$ cat config.mk
export PLATFORM = sky130hd
export DESIGN_NAME = sadc_ctrl
export DESIGN_NICKNAME = d
export VERILOG_FILES = /design/src/rtl/sadc_pkg.sv /design/src/rtl/sadc_sync.sv /design/src/rtl/sadc_pwm.sv /design/src/rtl/sadc_seq.sv /design/src/rtl/sadc_ctrl.sv
export SDC_FILE = /design/constraint.sdc
export NUM_CORES = 1
export LEC_CHECK = 0
export ABC_AREA = 1
export BUFFER_PORTS_ARGS = -buffer_cell sky130_fd_sc_hd__buf_2
export CAP_MARGIN = 10
export CELL_PAD_IN_SITES_DETAIL_PLACEMENT = 0
export CELL_PAD_IN_SITES_GLOBAL_PLACEMENT = 1
export CORE_ASPECT_RATIO = 2
export CORE_MARGIN = 3
export CORE_UTILIZATION = 40
export DETAILED_ROUTE_END_ITERATION = 6
export PLACE_DENSITY = 0.87
export SLEW_MARGIN = 20
export SYNTH_ARGS = -nofsm -noshare
export SYNTH_HDL_FRONTEND = slang
export SYNTH_HIERARCHICAL = 1
export SYNTH_SLANG_ARGS = --single-unit
$ cat constraint.sdc
create_clock -name clk -period 1.8 [get_ports clk]
set_input_delay 0.09 -clock clk [delete_from_list [all_inputs] [get_ports clk]]
set_output_delay 0.09 -clock clk [all_outputs]
set_load 0.005 [all_outputs]
$ cat src/rtl/sadc_pkg.sv
package sadc_pkg;

  typedef enum logic [1:0] {
    S_IDLE   = 2'd0,
    S_SELECT = 2'd1,
    S_TRIAL  = 2'd2
  } sadc_state_e;

  function automatic logic state_is_busy(input sadc_state_e st);
    return st != S_IDLE;
  endfunction

endpackage

$ cat src/rtl/sadc_sync.sv
module sadc_sync #(
  parameter int STAGES = 2
) (
  input  logic clk,
  input  logic rst_n,
  input  logic d_i,
  output logic q_o
);
  logic [STAGES-1:0] chain_q;

  generate
    if (STAGES == 1) begin : g_single
      always_ff @(posedge clk or negedge rst_n) begin
        if (!rst_n) chain_q <= '0;
        else        chain_q <= d_i;
      end
    end else begin : g_chain
      always_ff @(posedge clk or negedge rst_n) begin
        if (!rst_n) chain_q <= '0;
        else        chain_q <= {chain_q[STAGES-2:0], d_i};
      end
    end
  endgenerate

  assign q_o = chain_q[STAGES-1];
endmodule

$ cat src/rtl/sadc_pwm.sv
module sadc_pwm #(
  parameter int RES_W = 8
) (
  input  logic             clk,
  input  logic             rst_n,
  input  logic [RES_W-1:0] duty_i,
  output logic             pwm_o,
  output logic             tick_o,
  output logic [RES_W-1:0] duty_o
);
  localparam logic [RES_W-1:0] LAST_CNT = {RES_W{1'b1}};
  localparam logic [RES_W-1:0] TICK_CNT = LAST_CNT - 1'b1;

  logic [RES_W-1:0] cnt_q;
  logic [RES_W-1:0] duty_q;
  logic             wrap_w;

  function automatic logic pwm_level(input logic [RES_W-1:0] cnt,
                                     input logic [RES_W-1:0] duty);
    return cnt < duty;
  endfunction

  assign wrap_w = (cnt_q == LAST_CNT);

  always_ff @(posedge clk or negedge rst_n) begin
    if (!rst_n) begin
      cnt_q  <= '0;
      duty_q <= '0;
    end else begin
      cnt_q <= cnt_q + 1'b1;
      if (wrap_w) duty_q <= duty_i;
    end
  end

  assign pwm_o  = pwm_level(cnt_q, duty_q);
  assign tick_o = (cnt_q == TICK_CNT);
  assign duty_o = duty_q;
endmodule

$ cat src/rtl/sadc_seq.sv
module sadc_seq
  import sadc_pkg::*;
#(
  parameter int RES_W   = 8,
  parameter int SEL_W   = 3,
  parameter int SETTLE  = 16,
  parameter int BAD_SEL = 7
) (
  input  logic             clk,
  input  logic             rst_n,
  input  logic             start_i,
  input  logic [SEL_W-1:0] sel_i,
  input  logic             tick_i,
  input  logic             cmp_i,
  output logic [RES_W-1:0] code_o,
  output logic [SEL_W-1:0] sel_o,
  output logic             busy_o,
  output logic             done_o,
  output logic             err_o,
  output logic [RES_W-1:0] result_o,
  output logic [SEL_W-1:0] chan_o,
  output logic             decide_o
);
  localparam int IDX_W = (RES_W > 1) ? $clog2(RES_W) : 1;
  localparam int SET_W = (SETTLE > 1) ? $clog2(SETTLE) : 1;
  localparam logic [IDX_W-1:0] TOP_IDX  = IDX_W'(RES_W - 1);
  localparam logic [SET_W-1:0] SET_LAST = SET_W'(SETTLE - 1);
  localparam logic [SEL_W-1:0] BAD_CODE = SEL_W'(BAD_SEL);

  sadc_state_e      state_q;
  logic [RES_W-1:0] code_q;
  logic [IDX_W-1:0] idx_q;
  logic [SET_W-1:0] settle_q;
  logic [SEL_W-1:0] sel_q;
  logic [RES_W-1:0] result_q;
  logic [SEL_W-1:0] chan_q;
  logic             done_q;
  logic             err_q;

  logic             step_done_w;
  logic             last_bit_w;
  logic [RES_W-1:0] code_kept_w;

  function automatic logic [RES_W-1:0] trial_bit(input logic [IDX_W-1:0] idx);
    logic [RES_W-1:0] m;
    m = '0;
    m[idx] = 1'b1;
    return m;
  endfunction

  function automatic logic [RES_W-1:0] keep_or_clear(input logic [RES_W-1:0] code,
                                                     input logic [IDX_W-1:0] idx,
                                                     input logic             above);
    return above ? code : (code & ~trial_bit(idx));
  endfunction

  assign step_done_w = tick_i && (settle_q == SET_LAST);
  assign last_bit_w  = (idx_q == '0);
  assign code_kept_w = keep_or_clear(code_q, idx_q, cmp_i);

  always_ff @(posedge clk or negedge rst_n) begin
    if (!rst_n) begin
      state_q  <= S_IDLE;
      code_q   <= '0;
      idx_q    <= '0;
      settle_q <= '0;
      sel_q    <= '0;
      result_q <= '0;
      chan_q   <= '0;
      done_q   <= 1'b0;
      err_q    <= 1'b0;
    end else begin
      done_q <= 1'b0;
      err_q  <= 1'b0;
      unique case (state_q)
        S_IDLE: begin
          if (start_i) begin
            if (sel_i == BAD_CODE) begin
              err_q <= 1'b1;
            end else begin
              sel_q    <= sel_i;
              settle_q <= '0;
              state_q  <= S_SELECT;
            end
          end
        end
        S_SELECT: begin
          if (tick_i) begin
            if (step_done_w) begin
              settle_q <= '0;
              code_q   <= trial_bit(TOP_IDX);
              idx_q    <= TOP_IDX;
              state_q  <= S_TRIAL;
            end else begin
              settle_q <= settle_q + 1'b1;
            end
          end
        end
        S_TRIAL: begin
          if (tick_i) begin
            if (step_done_w) begin
              settle_q <= '0;
              if (last_bit_w) begin
                result_q <= code_kept_w;
                chan_q   <= sel_q;
                done_q   <= 1'b1;
                code_q   <= '0;
                state_q  <= S_IDLE;
              end else begin
                code_q <= code_kept_w | trial_bit(idx_q - 1'b1);
                idx_q  <= idx_q - 1'b1;
              end
            end else begin
              settle_q <= settle_q + 1'b1;
            end
          end
        end
        default: state_q <= S_IDLE;
      endcase
    end
  end

  assign code_o   = code_q;
  assign sel_o    = sel_q;
  assign busy_o   = state_is_busy(state_q);
  assign done_o   = done_q;
  assign err_o    = err_q;
  assign result_o = result_q;
  assign chan_o   = chan_q;
  assign decide_o = (state_q == S_TRIAL) && step_done_w;
endmodule

$ cat src/rtl/sadc_ctrl.sv
module sadc_ctrl #(
  parameter int RES_W       = 8,
  parameter int SEL_W       = 3,
  parameter int SETTLE      = 16,
  parameter int BAD_SEL     = 7,
  parameter int SYNC_STAGES = 2
) (
  input  logic             clk,
  input  logic             rst_n,
  input  logic             start_i,
  input  logic [SEL_W-1:0] sel_i,
  input  logic             cmp_i,
  output logic [SEL_W-1:0] mux_sel_o,
  output logic             pwm_o,
  output logic             busy_o,
  output logic             done_o,
  output logic             err_o,
  output logic [RES_W-1:0] result_o,
  output logic [SEL_W-1:0] chan_o
);
  logic             cmp_sync_w;
  logic             tick_w;
  logic             decide_w;
  logic [RES_W-1:0] code_w;
  logic [RES_W-1:0] duty_w;

  sadc_sync #(.STAGES(SYNC_STAGES)) u_sync (
    .clk   (clk),
    .rst_n (rst_n),
    .d_i   (cmp_i),
    .q_o   (cmp_sync_w)
  );

  sadc_pwm #(.RES_W(RES_W)) u_pwm (
    .clk    (clk),
    .rst_n  (rst_n),
    .duty_i (code_w),
    .pwm_o  (pwm_o),
    .tick_o (tick_w),
    .duty_o (duty_w)
  );

  sadc_seq #(
    .RES_W   (RES_W),
    .SEL_W   (SEL_W),
    .SETTLE  (SETTLE),
    .BAD_SEL (BAD_SEL)
  ) u_seq (
    .clk      (clk),
    .rst_n    (rst_n),
    .start_i  (start_i),
    .sel_i    (sel_i),
    .tick_i   (tick_w),
    .cmp_i    (cmp_sync_w),
    .code_o   (code_w),
    .sel_o    (mux_sel_o),
    .busy_o   (busy_o),
    .done_o   (done_o),
    .err_o    (err_o),
    .result_o (result_o),
    .chan_o   (chan_o),
    .decide_o (decide_w)
  );
endmodule

-- Word-level counts from Yosys, hierarchy flattened
Index checks and enable logic that the tools add are counted.
W data, S select, Z words.
- $add $sub $neg: 3
- reduce and logical (&&, ||, !) cells: 15
- equal/unequal tests: 15
- magnitude comparators: 5
- muxes and demuxes: 37
- bitwise logic cells: 4
- operator list (operator ; number):
    $mux W8 ; 6
    $eq A8 B8 Y1 const B ; 2
    $mux W4 ; 4
    $pmux W8 S2 ; 1
    $mux W3 ; 5
    $mux W2 ; 7
    $ne A2 B1 Y1 const B ; 6
    $mux W1 ; 9
    $add A8 B1 Y8 const B ; 1
    $and A8 B8 Y8 ; 1
    $lt A3 B4 Y1 const B ; 2
    $lt A8 B8 Y1 ; 1
    $not A8 Y8 ; 1
    $or A8 B8 Y8 ; 1
    $pmux W4 S2 ; 1
    $reduce_and A4 Y1 ; 2
    $reduce_and A7 Y1 ; 1
    $demux W1 S3 ; 2
    $ge A3 B1 Y1 const B ; 2
    $ne A2 B2 Y1 const B ; 3
    $pmux W2 S3 ; 1
    $pmux W3 S2 ; 1
    $reduce_and A6 Y1 ; 1
    $reduce_bool A2 Y1 ; 3
    13 further kinds ; 15
- register bits: 51

-- Logic depth before layout (Yosys ltp)
- depth after elaboration: 12
- mapped depth: 11
- gate-level depth less buffers: 11

-- Cells and area by module
Netlist, hierarchy kept.
- by module, submodules not included (module ; cells each ; area an instance (um^2) ; seq. area each (um^2) ; instances):
    sadc_seq ; 213 ; 1706.6 ; 825.8 ; 1
    sadc_pwm ; 98 ; 864.6 ; 400.4 ; 1
    sadc_sync ; 2 ; 50.0 ; 50.0 ; 1

-- Least setup slack after synthesis
Ideal clock, no wire load.
- kind: reg-to-reg
- start point: reg u_pwm.cnt_q[6]
- end point: reg u_seq.result_q[4], in the netlist u_seq/result_o[4]
- arrival time: 1.597 ns
- setup time: 0.127 ns
- stages on the path, launching flop included: 11
- clock period less this slack: 1.724 ns
- required time: 1.673 ns
- slack: 0.076 ns
- cell sequence: dfrtp_1 > inv_1 > nor3_4 > nand2_1 > nor2_1 > nand4_2 > nor2_4 > inv_2 > buf_6 > nand2_1 > o21ai_2
- word-level cells in the longest chain between the ends: 3
- RTL lines (element ; line ; source):
    start, declared ; sadc_pwm.sv:14 ; logic [RES_W-1:0] cnt_q;
    start signal, assigned ; sadc_pwm.sv:30 ; cnt_q <= cnt_q + 1'b1;
    $eq A8 B8 Y1 * ; sadc_pwm.sv:36 ; assign tick_o = (cnt_q == TICK_CNT);
    net tick_w ; sadc_ctrl.sv:22 ; logic tick_w;
    $logic_and A1 B1 Y1 ; sadc_seq.sv:57 ; assign step_done_w = tick_i && (settle_q == SET_LAST);
    $reduce_and A4 Y1 (no source line) * ; -- ;
    end signal, assigned ; sadc_seq.sv:104 ; result_q <= code_kept_w;
    end, declared ; sadc_seq.sv:35 ; logic [RES_W-1:0] result_q;
The timed path passes the listed nets; every way through them passes the cells marked *.
A chain may end at the register's enable or synchronous reset.

-- Worst setup path after layout
- start point: reg u_pwm.cnt_q[6]
- end point: reg u_seq.idx_q[1]
- word-level cells in the longest chain between the ends: 4
- elaborated cells between the ends (all ways): 7
- classes of those cells: 5 x eq/ne; 2 x reduce/logical
- RTL lines (element ; line ; source):
    $eq A8 B8 Y1 * ; sadc_pwm.sv:36 ;
    net tick_w ; sadc_ctrl.sv:22 ;
    $logic_and A1 B1 Y1 ; sadc_seq.sv:57 ;
    $ne A2 B1 Y1 (no source line) ; -- ;
    $reduce_and A6 Y1 (no source line) * ; -- ;
    end signal, assigned ; sadc_seq.sv:111 ; idx_q <= idx_q - 1'b1;
    end, declared ; sadc_seq.sv:32 ; logic [IDX_W-1:0] idx_q;
Marked as above.

==> summary.md <==
| Metric | Value |
|---|---|
| Status | `finished, final reports clean` |
| Layout Nets | `between 300 and 400` |
| RR Startpoint | `u_pwm/cnt_q[6]` |
| IO Port Bufs | `24` |
| Final worst-path cycle share | `0.932` |
| DP Worst Slack | `0.0104 ns` |
| Pleak | `1.64 nW` |
| Worst vdd ir | `916 uV` |
| Hold_sp | `sel_i[0]` |
| Overflow after GRT | `0` |
| I/O pins | `25` |
| Most common cell after layout, fill and taps aside | `nand2_1` |
| DR vias | `about 2100` |
| Power, Total | `2.88 mW` |
| WP data arrival | `1.85 ns` |
| Filler cells | `632` |
| Hold endpoint | `u_seq/sel_o[0]` |
| Antenna cells | `0` |
| Share of cells above drive strength 1 | `0.197` |
| Starting Density | `0.415` |
| Clock sink count | `51` |
| Final hold slack | `0.0567 ns` |
| Most frequent cells in the layout | `112 x nand2_1, 51 x dfrtp_1, 33 x inv_1, 24 x buf_2, 22 x nand3_1` |
| Largest net degree at the start of global routing | `28` |
| Core Rows | `just over 40` |
| Area delta synth->final | `18.1%` |
| Vias in the first global route | `2173` |
| CP max FO | `5` |
| Die H | `approximately 120 um` |
| Core region area | `0.00631 mm2` |
| Initial antenna violation count | `0` |
| WL final | `5700 um` |
| Syn Area/Cell | `8.39 um2` |
| DR iter-0 viols | `66` |
| DRT antenna net count | `0` |
| Normalized max-slew margin | `0.596` |
| Total GRT Usage | `0.170` |
| Startpoint types | `flop` |
| RSZ-0062 raised after global routing | `yes` |
| R2R depth | `9` |
| Setup ws final | `0.122 ns` |
| CTS tree | `done` |
| Wirelength per Cell | `between 10 and 15 um` |
| Endpoint class of the critical path | `flop` |
| Worst EP required | `1.98 ns` |
| TritonCTS Buffers | `5` |
| Final HPWL DP | `between 4000 and 5000 um` |
| Die width | `63.2 um` |
| CTS H-tree depth | `2` |
| Worst hold stages | `3` |
| Setup violators final | `0` |
| Clk pin slew, worst setup/hold paths | `approximately 0.060 ns` |
| Clock buffer depth | `2` |
| Placer Congestion | `0.950` |
| Post-synthesis cell area | `0.00262 mm2` |
| Pwr Density | `930 mW/mm2` |
| Root Driver | `clkbuf_16` |
| Crit path time final | `between 1.5 and 2 ns` |
| Total of max-cap violations | `0` |
| Finished Core Util | `0.490` |
| Die area | `roughly 0.0076 mm2` |
| Drt pass-1 iters | `4` |
| Worst Setup SP | `u_pwm/cnt_q[6]` |
| Syn Nets | `between 300 and 400` |
| CP Class | `flop to flop` |
| Worst min-delay path category | `input pin to flop` |
| Worst Max-Slew Pin Slew | `0.606 ns` |
| Reg-to-reg slack, setup | `approximately 0.12 ns` |
| Reg2reg end | `u_seq/idx_q[1]` |
| Worst Skew | `0.00119 ns` |
| Clock Latency Late Sink | `0.29 ns` |
| Slew Viols, Final | `0` |
| Cells after Synth | `312` |
| Hold Fails Final Rpt | `0` |
| YS warnings | `6` |
| First-pass GRT wire length | `10000 um` |
| Max Clock Freq | `596 MHz` |
| DRC | `0` |
| Via density | `4.82` |
[worst max-delay path: stages (launching register included)]
cell     delay (ns)
dfrtp_1        0.37
inv_1          0.10
nor3_4         0.19
nand2_1        0.11
nor2_4         0.12
nand3_1        0.12
nor2_4         0.21
nand2_2        0.13
nor2_1         0.14
a21oi_1        0.06
[how the worst max path moves through the flow]
stage,to,slack (ns),cells after the start
after global placement,u_seq/code_o[0],0.1,9
after global routing,u_seq/code_o[0],-0.02,10
final,u_seq/idx_q[1],0.12,9
after CTS,u_seq/chan_o[2],0.009,9
after floorplan,u_seq/result_o[4],0.09,10
after detailed placement,u_seq/code_o[7],0.01,9
[metal layers]
layer / vias to the layer above / track usage / share of wire
met5: - / 0 / 0
li1: 1058 / - / -
met3: 12 / 0.0288 / 0.024
met4: 0 / 0.101 / 0.035
met1: 993 / 0.171 / 0.37
met2: 42 / 0.319 / 0.57
[sequential cells by signal, indices dropped and copies added, names as in the netlist, 2 cells and up]
register        count
u_seq/result_o      8
u_seq/idx_q         3
u_seq/state_q       2
u_seq/sel_o         3
u_pwm/duty_o        8
u_seq/chan_o        3
u_pwm/cnt_q         8
u_seq/settle_q      4
u_sync/chain_q      2
u_seq/code_o        8
[area by class of cell]
class,instances,area [um2],area share
Clock buffer,6,139,0.0449
Sequential cell,51,1280,0.413
Clock inverter,1,5.00,0.00162
Timing Repair Buffer,35,220,0.0712
Inverter,38,148,0.0478
Tap cell,86,108,0.0348
Multi-Input combinational cell,220,1200,0.387
[where the power goes]
| group | leakage, nW | switching (mW) | internal [mW] |
|---|---|---|---|
| registers | 0.683 | 0.0754 | 1.23 |
| logic | 0.882 | 0.393 | 0.230 |
| clock network | 0.0727 | 0.401 | 0.543 |
[per-stage QoR]
step	setup TNS (ns)	instances	cell area, um2
6_report	0	437	3090
5_1_grt	-0.0704	437	3090
4_1_cts	0	436	3060
3_5_place_dp	0	427	2890
3_3_place_gp	0	427	2890
2_1_floorplan	0	312	2620
[repair_timing]
item,CTS,global route
gates resized for setup,2,10
endpoints found under the setup margin,8,27
pin swaps,0,1
hold buffers,2,0
hold endpoints to repair,25,0
setup buffers,0,1
(Power assumes the default switching activity.)
